**src/rtl/burst_pkg.sv**
```systemverilog
package burst_pkg;

    // Action selected for one clock edge
    typedef enum logic [1:0] {
        OP_HOLD  = 2'd0,
        OP_INC   = 2'd1,
        OP_LOAD  = 2'd2,
        OP_CLEAR = 2'd3
    } cnt_op_e;

    // Control requests after polarity conversion (active high)
    typedef struct packed {
        logic clear;
        logic load;
        logic inc;
    } cnt_req_t;

    // Fixed priority: clear over load over increment
    function automatic cnt_op_e pick_op(input cnt_req_t req);
        if (req.clear)     return OP_CLEAR;
        else if (req.load) return OP_LOAD;
        else if (req.inc)  return OP_INC;
        else               return OP_HOLD;
    endfunction

endpackage

```
**src/rtl/burst_op_decode.sv**
```systemverilog
module burst_op_decode
    import burst_pkg::*;
(
    input  logic    strobe_n,
    input  logic    count_en_n,
    input  logic    clear_n,
    output cnt_op_e op
);
    cnt_req_t req;

    always_comb begin
        req.clear = ~clear_n;
        req.load  = ~strobe_n;
        req.inc   = ~count_en_n;
        op        = pick_op(req);
    end
endmodule

```
**src/rtl/burst_addr_reg.sv**
```systemverilog
module burst_addr_reg
    import burst_pkg::*;
#(
    parameter int AW = 15
) (
    input  logic          clk,
    input  logic          rst,
    input  cnt_op_e       op,
    input  logic [AW-1:0] load_val,
    output logic [AW-1:0] q
);
    localparam logic [AW-1:0] ZERO = '0;
    localparam logic [AW-1:0] STEP = AW'(1);

    logic [AW-1:0] nxt;

    always_comb begin
        unique case (op)
            OP_CLEAR: nxt = ZERO;
            OP_LOAD:  nxt = load_val;
            OP_INC:   nxt = q + STEP;   // natural modulo-2^AW rollover
            default:  nxt = q;
        endcase
    end

    always_ff @(posedge clk) begin
        if (rst) q <= ZERO;
        else     q <= nxt;
    end

    assert_inc_step_R3: assert property (@(posedge clk) disable iff (rst)
        (op == OP_INC) |=> (q == $past(q) + STEP));

    assert_hold_stable_R7: assert property (@(posedge clk) disable iff (rst)
        (op == OP_HOLD) |=> $stable(q));

    assert_wrap_zero_R6: assert property (@(posedge clk) disable iff (rst)
        (op == OP_INC && q == {AW{1'b1}}) |=> (q == ZERO));
endmodule

```
**src/rtl/burst_addr_counter.sv**
```systemverilog
module burst_addr_counter
    import burst_pkg::*;
#(
    parameter int AW = 15
) (
    input  logic          clk,
    input  logic          rst,
    input  logic [AW-1:0] ext_addr,
    input  logic          strobe_n,
    input  logic          count_en_n,
    input  logic          clear_n,
    output logic [AW-1:0] addr_out
);
    cnt_op_e op;

    burst_op_decode u_dec (
        .strobe_n   (strobe_n),
        .count_en_n (count_en_n),
        .clear_n    (clear_n),
        .op         (op)
    );

    burst_addr_reg #(.AW(AW)) u_reg (
        .clk      (clk),
        .rst      (rst),
        .op       (op),
        .load_val (ext_addr),
        .q        (addr_out)
    );

    assert_clear_wins_R4: assert property (@(posedge clk) disable iff (rst)
        !clear_n |=> (addr_out == '0));

    assert_load_value_R2: assert property (@(posedge clk) disable iff (rst)
        (clear_n && !strobe_n) |=> (addr_out == $past(ext_addr)));

    assert_load_beats_count_R5: assert property (@(posedge clk) disable iff (rst)
        (clear_n && !strobe_n && !count_en_n) |=> (addr_out == $past(ext_addr)));

    assert_reset_zero_R1: assert property (@(posedge clk)
        rst |=> (addr_out == '0));
endmodule

```
**config.mk**
```make
export PLATFORM = sky130hd
export DESIGN_NAME = burst_addr_counter
export DESIGN_NICKNAME = d
export VERILOG_FILES = /design/src/rtl/burst_pkg.sv /design/src/rtl/burst_op_decode.sv /design/src/rtl/burst_addr_reg.sv /design/src/rtl/burst_addr_counter.sv
export SDC_FILE = /design/constraint.sdc
export NUM_CORES = 1
export LEC_CHECK = 0
export ABC_AREA = 1
export BUFFER_PORTS_ARGS = -buffer_cell sky130_fd_sc_hd__buf_2
export CORE_ASPECT_RATIO = 1.4
export CORE_MARGIN = 8
export CORE_UTILIZATION = 54
export CTS_BUF_LIST = sky130_fd_sc_hd__clkbuf_8 sky130_fd_sc_hd__clkbuf_16
export CTS_CLUSTER_DIAMETER = 80
export CTS_CLUSTER_SIZE = 10
export DETAILED_ROUTE_END_ITERATION = 6
export PLACE_DENSITY = 0.94
export SETUP_SLACK_MARGIN = 0.5
export SKIP_CTS_REPAIR_TIMING = 1
export SYNTH_ARGS = -nofsm -noshare
export SYNTH_HDL_FRONTEND = slang
export SYNTH_SLANG_ARGS = --single-unit
```
**constraint.sdc**
```tcl
create_clock -name clk -period 3.11 [get_ports clk]
set_clock_uncertainty 0.1 [all_clocks]
set_input_delay 0.7775 -clock clk [delete_from_list [all_inputs] [get_ports clk]]
set_output_delay 0.7775 -clock clk [all_outputs]
set_load 0.01 [all_outputs]
```
======== Word level (Yosys, flattened, before mapping) ========
Cells that the tools add are included.
word-level totals
  word-level logic and storage cells ...... 10
  output and inout port bits .............. 15
  register bits ........................... 15
  input port bits ......................... 20
cells by class
  eq/ne operators ......................... 3
  multiplexer cells ....................... 4
  $add $sub $neg .......................... 1
  reductions and logical operators ........ 1
operators by type and width
  cell                                                             count
  15-bit one-hot mux with 3 select lines                           1
  15-bit by 1-bit adder with 15-bit output, second input constant  1
  2-bit == test, second input constant                             2
  2-bit two-way mux                                                2
  3-bit nonzero test                                               1
  2-bit by 1-bit == test with 1-bit output, second input constant  1
  1-bit two-way mux                                                1

======== Depth between registers and ports, before layout ========
  word-level depth ........................ 5
  mapped depth ............................ 7
  depth with buffers taken out ............ 7

======== By module ========
A second synthesis with hierarchy kept.
second synthesis, totals
  cells, all modules ...................... 180
  area total of the unflattened synthesis .. 1,113.6 µm²
by module, submodules not included
  module           sequential area each (µm²)  cells each  instances  area an instance (µm²)
  burst_addr_reg   300.3                       176         1          1,098.6
  burst_op_decode  0.0                         4           1          15.0

======== Worst setup path before layout ========
Ideal clock, no wire load.
  kind .................................... input port to flip-flop
  start point ............................. in count_en_n
  end point ............................... reg u_reg.q[4]
  stages on the path ...................... 6
  path slack .............................. 1.510 ns
  buffers on the path ..................... 1
  required time ........................... 2.936 ns
  data arrival time ....................... 1.426 ns
  cells stage by stage .................... buf_4 -> inv_1 -> nand2_4 -> a21oi_1 -> o21ai_0 -> a31oi_1
on the way
  word-level cells in the longest chain between the ends .. 5
  elaborated cells between the ends (all ways) .. 8
RTL lines
  item                                                                          RTL line                  source
  start, declared                                                               burst_addr_counter.sv:10  input logic count_en_n,
  1-bit two-way mux (*)                                                         burst_pkg.sv:22           else if (req.inc) return OP_INC;
  2-bit two-way mux (*)                                                         burst_pkg.sv:21           else if (req.load) return OP_LOAD;
  2-bit two-way mux (*)                                                         burst_pkg.sv:20           if (req.clear) return OP_CLEAR;
  2-bit by 1-bit == test with 1-bit output or 2-bit == test (tied branches)     burst_addr_reg.sv:18      unique case (op)
  15-bit one-hot mux with 3 select lines or 3-bit nonzero test (tied branches)  n/a
  end signal, assigned                                                          burst_addr_reg.sv:28      else q <= nxt;
  end, declared                                                                 burst_addr_reg.sv:10      output logic [AW-1:0] q
Mark *: on every way between the ends. The rest lies on a longest branch, timed or not.
A chain may end at the register's enable or synchronous reset.

======== Worst setup path in the final report ========
  start point ............................. reg u_reg.q[3]
  end point ............................... out addr_out[3]
RTL lines
  item           RTL line                  source
  end, declared  burst_addr_counter.sv:12  output logic [AW-1:0] addr_out
No word-level cell between the ends.

==> metrics.cfg <==
[run_status]
status=finished, final reports clean

[synth]
synth_top_flop_cell=dfxtp_1
netlist_top_cells_count=nand2_1, nand3_1, inv_1
synth-xor-area-share=0
synth_compound_area_frac=0.161
synth_cells=166
synthDistinctLibCells=23
synthMuxAreaShare=0
ys_seq_area_frac=0.274
synth_area_leaders=dfxtp_1, nand2_1, nand3_1, inv_1, a21oi_1
async_flop_share=0
synth_nets=187
yosys.area_share.adder=0.0114
ys_ff_latch=15
synth_top_cell_by_area=dfxtp_1
synth_top_family_by_area=simple AND/OR/NAND/NOR gates
syn_avg_cell_area_um2=6.60
yosysTopAreaCellShare=0.274
yosys.area_share.simple=0.450
ys_warn_count=0
synthesis.area_um2=1090
synth.most_common_cell=nand2_1
synth-edff-count=0

[detailed_routing]
wl_per_cell_um=13.1
firstDrtPassIters=4
vias_per_cell=5.64
drc=0
via_count=1252
detail-route-antenna-nets=0
drt-total-wl_mm=2.92
dr.first_iter.drc_count=45

[worst_hold_path]
whs_path_depth=2
min_from=u_reg.q[0]
hold_class=reg2reg
whs_endpoint=u_reg.q[0]

[finish]
largest_register_ffs=15
top_register=u_reg.q
drive_gt1_frac=0.274
nets=223
reg_top3=u_reg.q x15
antenna_cells=0
final_cell_area_um2=1310
area_growth_pct=19.3
fin_cells=222

[timing]
tightestPinTransition_ns=0.378
max_freq_mhz=547
final-setup-viol-count=0
maxSlewHeadroom=0.747
slew_viol_final=0
layout_setup_ws_ns=1.28
period_share=0.587
period_needed_ns=1.83
tns_ns=0
rsz0062_at_grt=false
final-hold-violation-count=0

[place]
placedCellCount=218
gp_congestion=0.873
post-place-ws_ns=1.31
dp_hpwl_mm=2.19
port_buffers=34
dpl-instance-area_um2=1260

[critical_path]
crit_path_max_fanout=7
cp.depth=1
rr_worst_depth=7
required_ns=2.23
slowest_delay_ns=0.51
r2r-end=u_reg.q[10]
critPathBufInv=1
r2r_setup_slack_ns=1.61
crit_family=flip-flops
start_kind=flop
path_cells=buf_2
rr_startpoint=u_reg.q[0]
crit_slowest_cell=dfxtp_1
critPathKind=reg2out
worstPathArrival_ns=0.95
end_kind=output pin

[global_routing]
grt-ovfl-total=0
grtUsageTotal=0.165
grt_pass1_vias=1234
grt_first_pass_wirelength_mm=5.02
grt_max_degree=20
antenna_found_initial=0

[floorplanning]
die_h_um=69.3
ioPinCount=35
rows=19
start_util=0.562
coreArea_um2=1950
die_w_um=54.1
dieArea_um2=3740

[power]
p_total_mw=0.445
powerDensity_nw_per_um2=340
ir_worst_vdd_uv=293
power_leakage_nw=0.591

[job]
cap_violations=0

[clock_tree]
path_clk_slew_ns=0.06
h-tree-depth=1
numCtsBuffers=3
cts_tree=built
clock_tree.root_cell=clkbuf_8
cts.sink_count=15
cts_buffer_depth=2
clk_latency_ns=0.25

## power by group
part	internal [mW]	switching, mW
registers	0.201	0.0129
clock network	0.0874	0.0671
logic	0.0307	0.0452
## stage by stage
stage	util	hold WS, ns
final	0.670	0.453
after global routing	0.670	0.471
after CTS	0.670	0.455
after detailed placement	0.647	0.439
after global placement	0.647	0.418
after floorplan	-	0.440
## layer usage
layer / track usage / share of wire
met1: 0.180 / 0.38
met2: 0.274 / 0.52
met4: 0.0824 / 0.015
met3: 0.0408 / 0.087
met5: 0 / 0
## worst reg2reg max path: stages, from the launching register on
cell and delay [ns]:
dfxtp_1 0.40, ha_1 0.25, nand2_2 0.10, nor2_4 0.20, nand2_2 0.08, o21bai_2 0.10
nand3_1 0.07, a21oi_1 0.13
## layout make-up
type | instances | area (um^2)
Multi-Input combinational cell | 128 | 682
Fill cell | 164 | 643
Sequential cell | 15 | 300
Timing Repair Buffer | 34 | 170
Inverter | 20 | 82.6
Clock buffer | 3 | 41.3
Tap cell | 21 | 26.3
Clock inverter | 1 | 3.75
## cell families (layout without fill, tap and decap cells)
family,Yosys count,after routing
simple gates,95,95
buf+inv,23,58
flops,15,15
fa+ha+maj,1,1
compound gates,32,32
## worst max-delay path by stage
stage | end | slack [ns] | startpoint
2_1_floorplan | u_reg.q[4] | 1.51 | count_en_n
3_3_place_gp | u_reg.q[3] | 1.39 | count_en_n
3_5_place_dp | u_reg.q[3] | 1.31 | count_en_n
4_1_cts | addr_out[3] | 1.30 | u_reg.q[3]
5_1_grt | addr_out[3] | 1.24 | u_reg.q[3]
6_report | addr_out[3] | 1.28 | u_reg.q[3]
## cells in the final DEF (no fill, tap or decap), drive strengths merged
master  count
nand2      50
buf        34
nand3      23
inv        21
nor2       16
dfxtp      15
o21ai      13
a21oi      10
a31oi       8
nand4       5
clkbuf      3
o21bai      1
or2         1
ha          1
Power figures use the tool's default switching activity.
